[src/rtl/hbg_pkg.sv]
package hbg_pkg;

    localparam int LEGS = 2;

    typedef enum logic [1:0] {
        CMD_OFF  = 2'd0,
        CMD_LOW  = 2'd1,
        CMD_HIGH = 2'd2
    } leg_cmd_t;

    typedef enum logic [2:0] {
        LEG_OFF     = 3'd0,
        LEG_WAIT_HI = 3'd1,
        LEG_HIGH    = 3'd2,
        LEG_WAIT_LO = 3'd3,
        LEG_LOW     = 3'd4
    } leg_state_t;

    function automatic leg_cmd_t decode_pair(input logic hs, input logic ls);
        leg_cmd_t r;
        case ({hs, ls})
            2'b10:   r = CMD_HIGH;
            2'b01:   r = CMD_LOW;
            default: r = CMD_OFF;
        endcase
        return r;
    endfunction

endpackage

[src/rtl/hbg_cmd_map.sv]
module hbg_cmd_map
    import hbg_pkg::*;
(
    input  logic                 half_mode,
    input  logic                 pwm_in,
    input  logic                 fw_high,
    input  logic                 fw_active,
    input  logic                 drv_allow,
    input  logic [LEGS-1:0]      req_hs,
    input  logic [LEGS-1:0]      req_ls,
    input  logic [LEGS-1:0]      leg_kill,
    output leg_cmd_t             leg_cmd [LEGS]
);

    leg_cmd_t raw   [LEGS];
    leg_cmd_t mapped[LEGS];
    logic     bridge_ok;

    always_comb begin
        for (int i = 0; i < LEGS; i++) begin
            raw[i] = decode_pair(req_hs[i], req_ls[i]);
        end
        bridge_ok = (raw[0] != CMD_OFF) && (raw[1] != CMD_OFF);
        for (int i = 0; i < LEGS; i++) begin
            if (half_mode) begin
                mapped[i] = raw[i];
            end else if (!bridge_ok) begin
                mapped[i] = CMD_OFF;
            end else if (pwm_in) begin
                mapped[i] = raw[i];
            end else if (fw_high) begin
                if (raw[i] == CMD_LOW) mapped[i] = fw_active ? CMD_HIGH : CMD_OFF;
                else                   mapped[i] = raw[i];
            end else begin
                if (raw[i] == CMD_HIGH) mapped[i] = fw_active ? CMD_LOW : CMD_OFF;
                else                    mapped[i] = raw[i];
            end
            if (!drv_allow || leg_kill[i]) begin
                leg_cmd[i] = CMD_OFF;
            end else begin
                leg_cmd[i] = mapped[i];
            end
        end
    end

endmodule

[src/rtl/hbg_leg_fsm.sv]
module hbg_leg_fsm
    import hbg_pkg::*;
#(
    parameter int DT_STEP_CYC = 62,
    parameter int DT_CODE_W   = 4
) (
    input  logic                 clk,
    input  logic                 rst_n,
    input  leg_cmd_t             cmd,
    input  logic [DT_CODE_W-1:0] dt_lh_code,
    input  logic [DT_CODE_W-1:0] dt_hl_code,
    output logic                 hs_on,
    output logic                 ls_on
);

    localparam int CNT_MAX = (2 ** DT_CODE_W) * DT_STEP_CYC;
    localparam int CW      = $clog2(CNT_MAX + 1);

    leg_state_t       state_q, state_d;
    logic [CW-1:0]    cnt_q;
    logic [CW-1:0]    lh_len, hl_len;
    logic             load_lh, load_hl, dec;

    assign lh_len = CW'((int'(dt_lh_code) + 1) * DT_STEP_CYC - 1);
    assign hl_len = CW'((int'(dt_hl_code) + 1) * DT_STEP_CYC - 1);

    always_ff @(posedge clk or negedge rst_n) begin
        if (!rst_n) state_q <= LEG_OFF;
        else        state_q <= state_d;
    end

    always_ff @(posedge clk or negedge rst_n) begin
        if (!rst_n)       cnt_q <= '0;
        else if (load_lh) cnt_q <= lh_len;
        else if (load_hl) cnt_q <= hl_len;
        else if (dec)     cnt_q <= cnt_q - 1'b1;
    end

    always_comb begin
        state_d = state_q;
        load_lh = 1'b0;
        load_hl = 1'b0;
        dec     = 1'b0;
        unique case (state_q)
            LEG_OFF: begin
                if (cmd == CMD_HIGH) begin
                    state_d = LEG_WAIT_HI; load_lh = 1'b1;
                end else if (cmd == CMD_LOW) begin
                    state_d = LEG_WAIT_LO; load_hl = 1'b1;
                end
            end
            LEG_WAIT_HI: begin
                if (cmd == CMD_OFF) begin
                    state_d = LEG_OFF;
                end else if (cmd == CMD_LOW) begin
                    state_d = LEG_WAIT_LO; load_hl = 1'b1;
                end else if (cnt_q == '0) begin
                    state_d = LEG_HIGH;
                end else begin
                    dec = 1'b1;
                end
            end
            LEG_HIGH: begin
                if (cmd == CMD_OFF) begin
                    state_d = LEG_OFF;
                end else if (cmd == CMD_LOW) begin
                    state_d = LEG_WAIT_LO; load_hl = 1'b1;
                end
            end
            LEG_WAIT_LO: begin
                if (cmd == CMD_OFF) begin
                    state_d = LEG_OFF;
                end else if (cmd == CMD_HIGH) begin
                    state_d = LEG_WAIT_HI; load_lh = 1'b1;
                end else if (cnt_q == '0) begin
                    state_d = LEG_LOW;
                end else begin
                    dec = 1'b1;
                end
            end
            LEG_LOW: begin
                if (cmd == CMD_OFF) begin
                    state_d = LEG_OFF;
                end else if (cmd == CMD_HIGH) begin
                    state_d = LEG_WAIT_HI; load_lh = 1'b1;
                end
            end
            default: state_d = LEG_OFF;
        endcase
    end

    always_comb begin
        hs_on = 1'b0;
        ls_on = 1'b0;
        unique case (state_q)
            LEG_HIGH: hs_on = 1'b1;
            LEG_LOW:  ls_on = 1'b1;
            default: begin
                hs_on = 1'b0;
                ls_on = 1'b0;
            end
        endcase
    end


    hs_then_no_ls_chk: assert property (@(posedge clk) disable iff (!rst_n)
        hs_on |=> !ls_on);

    ls_then_no_hs_chk: assert property (@(posedge clk) disable iff (!rst_n)
        ls_on |=> !hs_on);

endmodule

[src/rtl/hbg_oc_guard.sv]
module hbg_oc_guard #(
    parameter int OC_FILT_CYC = 16
) (
    input  logic clk,
    input  logic rst_n,
    input  logic cmp,
    input  logic sw_on,
    input  logic clr,
    output logic flag
);

    localparam int FW = $clog2(OC_FILT_CYC + 1);

    logic [FW-1:0] cnt_q;
    logic          flag_q;

    always_ff @(posedge clk or negedge rst_n) begin
        if (!rst_n) begin
            cnt_q  <= '0;
            flag_q <= 1'b0;
        end else if (clr) begin
            cnt_q  <= '0;
            flag_q <= 1'b0;
        end else if (cmp && sw_on) begin
            if (cnt_q == FW'(OC_FILT_CYC - 1)) flag_q <= 1'b1;
            else                              cnt_q  <= cnt_q + 1'b1;
        end else begin
            cnt_q <= '0;
        end
    end

    assign flag = flag_q;


    flag_sticky_chk: assert property (@(posedge clk) disable iff (!rst_n)
        flag && !clr |=> flag);

    masked_when_off_chk: assert property (@(posedge clk) disable iff (!rst_n)
        !sw_on |=> !$rose(flag));

endmodule

[src/rtl/hbridge_gate_ctrl.sv]
module hbridge_gate_ctrl
    import hbg_pkg::*;
#(
    parameter int DT_STEP_CYC = 62,
    parameter int DT_CODE_W   = 4,
    parameter int OC_FILT_CYC = 16
) (
    input  logic                 clk,
    input  logic                 rst_n,
    input  logic                 drv_allow,
    input  logic                 half_mode,
    input  logic                 pwm_in,
    input  logic                 fw_high,
    input  logic                 fw_active,
    input  logic [1:0]           req_hs,
    input  logic [1:0]           req_ls,
    input  logic [DT_CODE_W-1:0] dt_lh_code,
    input  logic [DT_CODE_W-1:0] dt_hl_code,
    input  logic [3:0]           oc_cmp,
    input  logic [3:0]           oc_clr,
    output logic [1:0]           gate_hs,
    output logic [1:0]           gate_ls,
    output logic [3:0]           oc_flag
);

    localparam int NSW = 2 * LEGS;

    leg_cmd_t         leg_cmd [LEGS];
    logic [LEGS-1:0]  leg_hs_q, leg_ls_q;
    logic [LEGS-1:0]  leg_kill;
    logic [NSW-1:0]   sw_on;
    logic [NSW-1:0]   flags;

    always_comb begin
        for (int i = 0; i < LEGS; i++) begin
            if (half_mode) leg_kill[i] = flags[2*i] | flags[2*i+1];
            else           leg_kill[i] = |flags;
        end
    end

    hbg_cmd_map u_map (
        .half_mode (half_mode),
        .pwm_in    (pwm_in),
        .fw_high   (fw_high),
        .fw_active (fw_active),
        .drv_allow (drv_allow),
        .req_hs    (req_hs),
        .req_ls    (req_ls),
        .leg_kill  (leg_kill),
        .leg_cmd   (leg_cmd)
    );

    for (genvar g = 0; g < LEGS; g++) begin : g_leg
        hbg_leg_fsm #(
            .DT_STEP_CYC (DT_STEP_CYC),
            .DT_CODE_W   (DT_CODE_W)
        ) u_fsm (
            .clk        (clk),
            .rst_n      (rst_n),
            .cmd        (leg_cmd[g]),
            .dt_lh_code (dt_lh_code),
            .dt_hl_code (dt_hl_code),
            .hs_on      (leg_hs_q[g]),
            .ls_on      (leg_ls_q[g])
        );
        assign gate_hs[g]   = leg_hs_q[g] & drv_allow;
        assign gate_ls[g]   = leg_ls_q[g] & drv_allow;
        assign sw_on[2*g]   = gate_ls[g];
        assign sw_on[2*g+1] = gate_hs[g];
    end

    for (genvar s = 0; s < NSW; s++) begin : g_oc
        hbg_oc_guard #(
            .OC_FILT_CYC (OC_FILT_CYC)
        ) u_guard (
            .clk   (clk),
            .rst_n (rst_n),
            .cmp   (oc_cmp[s]),
            .sw_on (sw_on[s]),
            .clr   (oc_clr[s]),
            .flag  (flags[s])
        );
    end

    assign oc_flag = flags;

    logic pattern_legal;
    assign pattern_legal = (req_hs[0] ^ req_ls[0]) && (req_hs[1] ^ req_ls[1]);


    allow_low_off_chk: assert property (@(posedge clk) disable iff (!rst_n)
        !drv_allow |=> (leg_hs_q == '0) && (leg_ls_q == '0));

    illegal_full_off_chk: assert property (@(posedge clk) disable iff (!rst_n)
        !half_mode && !pattern_legal |=> (leg_hs_q == '0) && (leg_ls_q == '0));

    full_oc_off_chk: assert property (@(posedge clk) disable iff (!rst_n)
        (|oc_flag) && !half_mode |=> (gate_hs == '0) && (gate_ls == '0));

endmodule

[config.mk]
export PLATFORM = sky130hd
export DESIGN_NAME = hbridge_gate_ctrl
export DESIGN_NICKNAME = d
export VERILOG_FILES = /design/src/rtl/hbg_pkg.sv /design/src/rtl/hbg_cmd_map.sv /design/src/rtl/hbg_leg_fsm.sv /design/src/rtl/hbg_oc_guard.sv /design/src/rtl/hbridge_gate_ctrl.sv
export SDC_FILE = /design/constraint.sdc
export NUM_CORES = 1
export LEC_CHECK = 0
export BUFFER_PORTS_ARGS = -buffer_cell sky130_fd_sc_hd__buf_2
export CAP_MARGIN = 20
export CORE_ASPECT_RATIO = 1.5
export CORE_MARGIN = 5
export CORE_UTILIZATION = 30
export DETAILED_ROUTE_END_ITERATION = 6
export PLACE_DENSITY = 0.57
export SLEW_MARGIN = 40
export SYNTH_ARGS = -nofsm -noshare
export SYNTH_HDL_FRONTEND = slang
export SYNTH_SLANG_ARGS = --single-unit
[constraint.sdc]
create_clock -name clk -period 5.25 [get_ports clk]
set_clock_uncertainty 0.15 [all_clocks]
set_input_delay 0.7875 -clock clk [delete_from_list [all_inputs] [get_ports clk]]
set_output_delay 0.7875 -clock clk [all_outputs]
set_load 0.005 [all_outputs]
==> flow_summary_export.csv, run 1 <==
group,metric,value,unit
die,io_pins,35,
timing,final.min_clock_period,4.965,ns
synthesis,synth_edf_count,0,
place,gp_congestion,0.8732,
timing,timing.fmax,201.4,MHz
synthesis,netlist_area,5006,um^2
grt,grt_pass1_wl,19310,um
grt,grt_max_degree,51,
clocking,clock-root-buffer,"clkbuf_16",
critical_path,worstSetupEndpointType,"flip-flop",
synthesis,syn-num-nets,660,
power,leakagePower,2.544,nW
clocking,cts.clk_slew.worst_paths,0.07,ns
cells_and_area,fin_cells,803,
synthesis,yosysMostFrequentCell,"inv_1",
cells_and_area,synthToLayoutAreaGrowth,10.15,%
route,dr.pass1.iters,4,
timing,min_period_over_period,94.56,%
route,viasPerCell,5.137,
die,die_h,168.2,um
timing,tns,0,ns
clocking,hold_buffers,0,
route,totalWireLength,11380,um
synthesis,ys_warn_count,0,
synthesis,ys_seq_area_share,24.99,%
synthesis,synth_commonest_cells,"67 x inv_1, 53 x ha_1, 52 x nor2_1, 50 x dfrtp_1, 31 x a21oi_1",
timing,worst_pin_slew,0.7617,ns
critical_path,arrival,5.04,ns
clocking,cts_buffers,5,
synthesis,synth_top_area_cell,"dfrtp_1",
clocking,cts-resized-gates,0,
synthesis,netlist_top_cells_area,"dfrtp_1 25%, ha_1 13%, fa_1 6.4%",
synthesis,yosysTopAreaCellShare,24.99,%
critical_path,critPathKind,"in -> reg",
timing,slew_violations,0,
cells_and_area,nets,689,
synthesis,syn_inst,564,
cells_and_area,drive_gt1_share,12.48,%
critical_path,path_buf_inv,4,
timing,relSlewSlack,48.79,%
route,wl_per_cell,14.17,um
place,hpwl,9271,um
critical_path,timing.critical_path.required,5.33,ns
route,initialDrtViolationCount,321,
synthesis,syn_avg_cell_area,8.876,um^2
place,dp_cells,796,
timing,finalSetupViolCount,0,
grt,antenna_found_initial,0,
critical_path,start_kind,"input port",
grt,grt_pass1_vias,4207,
clocking,clockBufferDepth,2,
place,port_buffers,34,
power,p_per_area,331.9,nW/um^2
power,vdd_ir_drop_max,0.0001430,V
clocking,cts_tree,"done",
route,ant_nets,0,
clocking,h-tree-depth,2,
cells_and_area,n_antenna_cell,0,
critical_path,cpPeakStageDelay,0.56,ns
grt,grt_remaining_overflow,0,
die,rows,58,
route,num_vias,4125,
critical_path,cpMaxStageDelayCell,"fa_1",
synthesis,synthFlopType,"dfrtp_1",
outcome,status,"finished clean",
die,die_area,19420,um^2
route,drc_errors,0,
grt,track_usage,11.96,%
critical_path,cp_max_fo,7,
clocking,postCtsSetupBuffers,0,
timing,hold_viol_final,0,
synthesis,async_flop_share,100.0,%
critical_path,worstPathCellList,"buf_2 > ha_1 > xor2_1 > inv_1 > fa_1 > inv_1 > ha_1 > fa_1 > inv_1 > fa_1 > nand2b_1 > a21oi_1 > xor2_1 > nor4_1 > xnor3_1 > o21ai_0 > o221a_2",
min_path,min-delay-path-class,"reg -> reg",
critical_path,crit_family,"adder cells",
die,die_w,115.5,um
synthesis,synth-seq-cells,50,
timing,rsz0062_at_grt,"false",
clocking,numClockSinks,50,
clocking,clk_latency,0.29,ns
cells_and_area,fillers,1725,
flow_run,maxCapViolations,0,
die,core-area,16620,um^2
die,start_util,30.12,%
synthesis,post_synth_num_cell_types,71,
## state kept, by name (all words and copies together), names as in the netlist
signal               flops
g_leg.u_fsm.cnt_q       20
g_leg.u_fsm.state_q      6
g_oc.u_guard.cnt_q      20
g_oc.u_guard.flag        4
## through the flow
| step | hold WS [ns] | power, mW | utilization (%) | instance area, um^2 | setup slack [ns] |
|---|---|---|---|---|---|
| floorplan | 0.3302 | 1.268 | - | 5006 | 0.3568 |
| global placement | 0.3480 | 1.492 | 32.34 | 5374 | 0.1830 |
| detailed placement | 0.3614 | 1.512 | 32.34 | 5374 | 0.02365 |
| CTS | 0.3771 | 1.843 | 33.18 | 5514 | 0.2978 |
| global route | 0.4140 | 1.989 | 33.18 | 5514 | 0.003010 |
| finish | 0.3695 | 1.830 | 33.18 | 5514 | 0.2855 |
## worst paths after layout
kind	cells after the start	to	slack (ns)	startpoint
max in group asynchronous	2	g_leg[0].u_fsm.state_q[0]	4.03	rst_n
worst max-delay path	17	g_leg[0].u_fsm.cnt_q[9]	0.29	dt_hl_code[0]
worst min-delay path	2	g_oc[3].u_guard.cnt_q[4]	0.37	g_oc[3].u_guard.cnt_q[4]
worst max register to register	6	g_leg[1].u_fsm.cnt_q[2]	2.30	g_oc[0].u_guard.flag
min in group asynchronous	2	g_oc[2].u_guard.cnt_q[4]	0.45	rst_n
worst min register to register	2	g_oc[3].u_guard.cnt_q[4]	0.37	g_oc[3].u_guard.cnt_q[4]
## worst register-to-register path: stages (launching register included)
cell and delay [ns]:
dfrtp_1 0.41, nor2_1 0.26, o2111a_1 0.24, nand3_1 0.50, o221a_4 0.51, o32a_4 0.41
a221o_1 0.37
## logic make-up (layout without fill, tap and decap cells)
group | Yosys count | after routing | synth area share [%]
AND/OR/NAND/NOR | 177 | 177 | 18.97
AO/OA/AOI/OAI | 121 | 121 | 17.65
buffers and inverters | 88 | 117 | 7.673
adder cells (fa/ha/maj) | 69 | 69 | 19.65
flip-flops | 50 | 50 | 24.99
XOR/XNOR | 47 | 47 | 8.498
multiplexers | 12 | 12 | 2.574
## metal layers
metal	up-vias	track usage, %	wire length [um]
li1	2028	-	-
met1	2009	14.72	4908
met2	82	21.88	5862
met3	6	1.510	492
met4	0	2.707	116
met5	-	0	0
## area by class of cell
type / count / area (um^2) / area share (%)
multi-input cells: 426 / 3371 / 61.13
flip-flops and latches: 50 / 1251 / 22.69
well taps: 210 / 262.8 / 4.765
inverters: 67 / 251.5 / 4.561
repair buffers: 43 / 237.7 / 4.311
clock buffers: 5 / 125.1 / 2.269
clock inverters: 2 / 15.01 / 0.2723
## power by group
part	switching (mW)	total [mW]	internal (mW)
sequential	0.0620	0.493	0.431
clock	0.146	0.320	0.174
combinational	0.567	1.02	0.450
total	0.775	1.83	1.06
## placed cells by master (no fill, tap or decap), drive strengths merged, types with 14 or more instances in the layout
cell   count
a21oi     31
buf       43
dfrtp     50
fa        16
ha        53
inv       67
nand2     24
nand3     14
nor2      52
o21ai     15
xnor2     17
xor2      29
No activity file was read; power rests on OpenSTA's default activity.
==> run 2, diff against run 1 <==
--- a/config.mk
+++ b/config.mk
@@ -5,7 +5,7 @@
 export SDC_FILE = /design/constraint.sdc
 export NUM_CORES = 1
 export LEC_CHECK = 0
-export BUFFER_PORTS_ARGS = -buffer_cell sky130_fd_sc_hd__buf_2
+export BUFFER_PORTS_ARGS = -buffer_cell sky130_fd_sc_hd__buf_4
 export CAP_MARGIN = 20
 export CORE_ASPECT_RATIO = 1.5
 export CORE_MARGIN = 5
==> run 2 against run 1 <==
- die area is the same
- count of clock-buffer cells in the layout grew 1
- power grew 3.6%
- sequential cell count is the same
- worst hold slack lost 0.0082 ns
- non-clock buffer count shrank 3
- cell area grew 1.6%
- final cell count shrank 0.25%
- critical path type unchanged
- largest power group unchanged
==> flow_summary_export.csv, run 2 (synthesis results as in run 1) <==
group,metric,value,unit
outcome,status,"finished clean",
route,drc_errors,0,
critical_path,r2r_cells,6,
die,start_util,30.12,%
critical_path,cp_max_fo,7,
flow_run,maxCapViolations,0,
min_path,min-delay-path-class,"reg -> reg",
grt,grt_pass1_vias,4142,
timing,min_period_over_period,94.17,%
clocking,numClockSinks,50,
timing,relSlewSlack,41.64,%
die,rows,58,
grt,antenna_found_initial,0,
route,dr.max_layer_used,"met4",
grt,track_usage,11.91,%
clocking,clockBufferDepth,2,
clocking,cts-resized-gates,0,
critical_path,timing.critical_path.required,5.33,ns
min_path,worstHoldPathCells,2,
timing,hold_viol_final,0,
route,totalWireLength,11490,um
power,p_per_area,338.3,nW/um^2
cells_and_area,multi_input_area,3371,um^2
timing,setup_slack,0.3063,ns
clocking,clock-root-buffer,"clkbuf_16",
timing,worst_pin_slew,0.8679,ns
timing,timing.fmax,202.3,MHz
place,pre_cts_ws,0.04703,ns
route,wl_met3,461,um
timing,finalSetupViolCount,0,
die,io_pins,35,
cells_and_area,nets,686,
grt,grt_pass1_wl,19270,um
power,leakagePower,2.566,nW
place,port_buffers,34,
cells_and_area,n_antenna_cell,0,
cells_and_area,seqCellArea,1251,um^2
die,die_h,168.2,um
place,gp_congestion,0.8727,
die,core-area,16620,um^2
route,viasPerCell,5.146,
critical_path,arrival,5.03,ns
clocking,cts.clk_slew.worst_paths,0.07,ns
timing,final.min_clock_period,4.944,ns
clocking,cts_tree,"done",
route,wl_per_cell,14.34,um
critical_path,critPathKind,"in -> reg",
cells_and_area,drive_gt1_share,12.01,%
route,num_vias,4122,
route,wl_met1,4933,um
grt,grt_max_degree,51,
place,hpwl,9202,um
timing,tns,0,ns
route,met2_length,5931,um
route,dr.pass1.iters,4,
cells_and_area,final_cell_mix,"67 x inv_1, 53 x ha_1, 52 x nor2_1",
cells_and_area,fillers,1714,
clocking,postCtsSetupBuffers,0,
die,die_w,115.5,um
cells_and_area,synthToLayoutAreaGrowth,11.92,%
cells_and_area,top_regs,"g_leg.u_fsm.cnt_q (20), g_oc.u_guard.cnt_q (20), g_leg.u_fsm.state_q (6)",
clocking,hold_buffers,0,
critical_path,start_kind,"input port",
critical_path,worstSetupEndpointType,"flip-flop",
clocking,clk_latency,0.29,ns
timing,rsz0062_at_grt,"false",
route,initialDrtViolationCount,225,
power,p_total,1.896,mW
power,vdd_ir_drop_max,0.0001414,V
grt,grt_remaining_overflow,0,
timing,slew_violations,0,
cells_and_area,final_common_cell,"inv_1",
route,ant_nets,0,
clocking,h-tree-depth,2,
clocking,cts_buffers,5,
die,die_area,19420,um^2
[run 2: changes by cell type in the layout (fill, tap and decap cells not counted), sizes merged]
cell,delta
buf,-3
bufinv,+1
clkbuf,+1
clkinvlp,-1
[run 2: report_power, final]
part / switching [mW] / leakage (nW) / internal, mW
registers: 0.0625 / 0.658 / 0.431
logic: 0.575 / 1.83 / 0.453
clock network: 0.149 / 0.0771 / 0.225
total: 0.786 / 2.57 / 1.11
[run 2: metal layers]
metal / vias up / global-route usage, %
met2: 74 / 21.57
met3: 11 / 1.402
li1: 2022 / -
met4: 0 / 3.115
met5: - / 0
met1: 2015 / 14.71
[run 2: critical path: stages]
cell and delay [ns]:
buf_4 0.14, ha_1 0.27, xor2_1 0.20, inv_1 0.11, fa_1 0.48, inv_1 0.04
ha_1 0.30, fa_1 0.57, inv_1 0.06, fa_1 0.45, nand2b_1 0.17, a21oi_1 0.16
xor2_1 0.11, nor4_1 0.27, xnor3_1 0.51, nor3_1 0.21, o32a_1 0.17
[run 2: layout make-up]
| cell class | instances | area share [%] |
|---|---|---|
| sequential | 50 | 22.33 |
| tap | 210 | 4.690 |
| timing repair buffer | 40 | 5.360 |
| multi-input combinational | 426 | 60.16 |
| clock buffer | 6 | 2.300 |
| clock inverter | 2 | 0.6699 |
| inverter | 67 | 4.489 |
[run 2: per-stage QoR]
| step | hold WS (ns) | instance area (um^2) | util, % | std cells |
|---|---|---|---|---|
| 2_1_floorplan | 0.3302 | 5006 | - | 564 |
| 3_3_place_gp | 0.3454 | 5436 | 32.71 | 793 |
| 3_5_place_dp | 0.3523 | 5436 | 32.71 | 793 |
| 4_1_cts | 0.3678 | 5603 | 33.71 | 801 |
| 5_1_grt | 0.4053 | 5603 | 33.71 | 801 |
| 6_report | 0.3612 | 5603 | 33.71 | 801 |
[run 2: worst paths after layout]
path,startpoint,end,slack [ns]
worst max register to register,g_oc[1].u_guard.flag,g_leg[1].u_fsm.cnt_q[3],2.29
worst max-delay path,dt_hl_code[0],g_leg[1].u_fsm.cnt_q[9],0.31
max in group asynchronous,rst_n,g_leg[1].u_fsm.cnt_q[8],4.13
worst min register to register,g_oc[2].u_guard.cnt_q[4],g_oc[2].u_guard.cnt_q[4],0.36
min in group asynchronous,rst_n,g_oc[3].u_guard.cnt_q[4],0.37
worst min-delay path,g_oc[2].u_guard.cnt_q[4],g_oc[2].u_guard.cnt_q[4],0.36
==> run 3, diff against run 2 <==
--- a/config.mk
+++ b/config.mk
@@ -9,9 +9,10 @@
 export CAP_MARGIN = 20
 export CORE_ASPECT_RATIO = 1.5
 export CORE_MARGIN = 5
-export CORE_UTILIZATION = 30
+export CORE_UTILIZATION = 65
 export DETAILED_ROUTE_END_ITERATION = 6
-export PLACE_DENSITY = 0.57
+export HOLD_SLACK_MARGIN = 0.08
+export PLACE_DENSITY = 0.95
 export SLEW_MARGIN = 40
 export SYNTH_ARGS = -nofsm -noshare
 export SYNTH_HDL_FRONTEND = slang
==> run 3 against run 2 <==
- final cell count shrank 14%
- largest power group unchanged
- count of clock-buffer cells in the layout grew 1
- via count grew 0.51%
- critical path type unchanged
- sequential share of layout area grew 0.60 points
- sequential power is essentially flat
- critical path depth shrank 1
- register-to-register slack gained 0.02 ns
- combinational power is essentially flat
==> flow_summary_export.csv, run 3 (synthesis results as in run 1) <==
group,metric,value,unit
grt,grt_pass1_wl,18600,um
die,rows,39,
clocking,numClockSinks,50,
die,core-area,7564,um^2
place,port_buffers,34,
route,ant_nets,0,
critical_path,cpPeakStageDelay,0.54,ns
timing,worst_pin_slew,0.7218,ns
die,die_h,117.5,um
timing,final.min_clock_period,4.948,ns
critical_path,cpMaxStageDelayCell,"fa_1",
route,viasPerCell,6.004,
die,die_w,81.66,um
critical_path,arrival,4.99,ns
critical_path,crit_family,"adder cells",
cells_and_area,nets,683,
die,io_pins,35,
critical_path,cp_max_fo,7,
power,leakagePower,2.553,nW
timing,hold_viol_final,0,
cells_and_area,synthToLayoutAreaGrowth,8.973,%
cells_and_area,final_common_cell,"inv_1",
min_path,min-delay-path-class,"in -> async",
place,hpwl,8693,um
place,pre_cts_ws,-0.03364,ns
timing,rsz0062_at_grt,"false",
grt,grt_pass1_vias,4395,
grt,grt_max_degree,51,
cells_and_area,drive_gt1_share,11.90,%
route,wl_per_cell,15.96,um
cells_and_area,top_regs,"g_leg.u_fsm.cnt_q (20), g_oc.u_guard.cnt_q (20), g_leg.u_fsm.state_q (6)",
timing,slew_violations,0,
route,dr.pass1.iters,4,
cells_and_area,n_antenna_cell,0,
timing,relSlewSlack,51.47,%
timing,tns,0,ns
timing,min_period_over_period,94.26,%
outcome,status,"finished clean",
clocking,cts.clk_slew.worst_paths,0.06,ns
clocking,clock-root-buffer,"clkbuf_16",
clocking,cts-resized-gates,0,
critical_path,worstSetupEndpointType,"flip-flop",
critical_path,cp_common_cell,"ha_1",
die,start_util,66.19,%
grt,grt_remaining_overflow,0,
power,vdd_ir_drop_max,0.0002242,V
clocking,cts_tree,"done",
route,totalWireLength,11010,um
clocking,h-tree-depth,2,
critical_path,start_kind,"input port",
critical_path,timing.critical_path.required,5.30,ns
power,p_per_area,349.2,nW/um^2
route,initialDrtViolationCount,194,
clocking,cts_buffers,5,
clocking,postCtsSetupBuffers,0,
timing,finalSetupViolCount,0,
clocking,clockBufferDepth,2,
route,drc_errors,0,
route,num_vias,4143,
critical_path,path_buf_inv,3,
grt,antenna_found_initial,0,
timing,timing.fmax,202.1,MHz
place,gp_congestion,0.9167,
timing,setup_slack,0.3016,ns
critical_path,critPathKind,"in -> reg",
flow_run,maxCapViolations,0,
clocking,hold_buffers,0,
die,die_area,9593,um^2
cells_and_area,final_cell_mix,"67 x inv_1, 53 x ha_1, 52 x nor2_1",
critical_path,worstPathCellList,"buf_4 > ha_1 > nand3_1 > inv_1 > ha_1 > fa_1 > fa_1 > inv_1 > ha_1 > nand3_1 > a21oi_1 > nor2_1 > xor2_1 > o32ai_1 > a21oi_1 > a211oi_1",
grt,track_usage,23.94,%
clocking,clk_latency,0.29,ns
==> run 3: stage by stage <==
step | hold WS (ns) | total power, mW | instance area [um^2] | std cells | util (%)
3_3_place_gp | 0.3426 | 1.457 | 5279 | 682 | 69.79
3_5_place_dp | 0.3587 | 1.517 | 5279 | 682 | 69.79
6_report | 0.3498 | 1.905 | 5455 | 690 | 72.13
2_1_floorplan | 0.3302 | 1.268 | 5006 | 564 | -
4_1_cts | 0.3732 | 1.885 | 5441 | 690 | 71.94
5_1_grt | 0.4073 | 2.038 | 5455 | 690 | 72.13
==> run 3: power by group <==
| group | internal (mW) | switching, mW |
|---|---|---|
| Clock | 0.225 | 0.139 |
| Sequential | 0.431 | 0.0636 |
| Combinational | 0.460 | 0.586 |
| Total | 1.12 | 0.788 |
==> run 3: area by class of cell <==
class	instances	area (um^2)
Multi-Input combinational cell	426	3385
Fill cell	528	2108
Sequential cell	50	1251
Timing Repair Buffer	37	277.8
Inverter	67	251.5
Clock buffer	7	132.6
Tap cell	102	127.6
Clock inverter	1	30.03
==> run 3: path summary, 6_finish.rpt <==
check	to	slack (ns)	startpoint	cells past startpoint
min reg2reg	g_oc[3].u_guard.cnt_q[4]	0.36	g_oc[3].u_guard.cnt_q[4]	2
max	g_leg[1].u_fsm.cnt_q[7]	0.30	dt_hl_code[0]	16
max reg2reg	g_leg[1].u_fsm.cnt_q[2]	2.31	g_oc[3].u_guard.flag	6
max in group asynchronous	g_leg[0].u_fsm.cnt_q[3]	4.17	rst_n	1
min	g_oc[2].u_guard.cnt_q[4]	0.35	rst_n	1
min in group clk	g_oc[3].u_guard.cnt_q[4]	0.36	g_oc[3].u_guard.cnt_q[4]	2
==> run 3: worst reg2reg max path, delay by kind of cell (launching register included) <==
family / cells / cell delay, ns
AOI/OAI and AO/OA: 4 / 1.54
and+or+nand+nor: 2 / 0.72
DFF: 1 / 0.42
==> run 3: per-layer routing <==
layer / GRT usage, % / up-vias / part of all wire (%)
li1: - / 2019 / -
met1: 26.31 / 1958 / 39
met2: 43.11 / 129 / 54
met3: 3.216 / 37 / 3.9
met4: 12.27 / 0 / 3.6
met5: 0 / - / 0
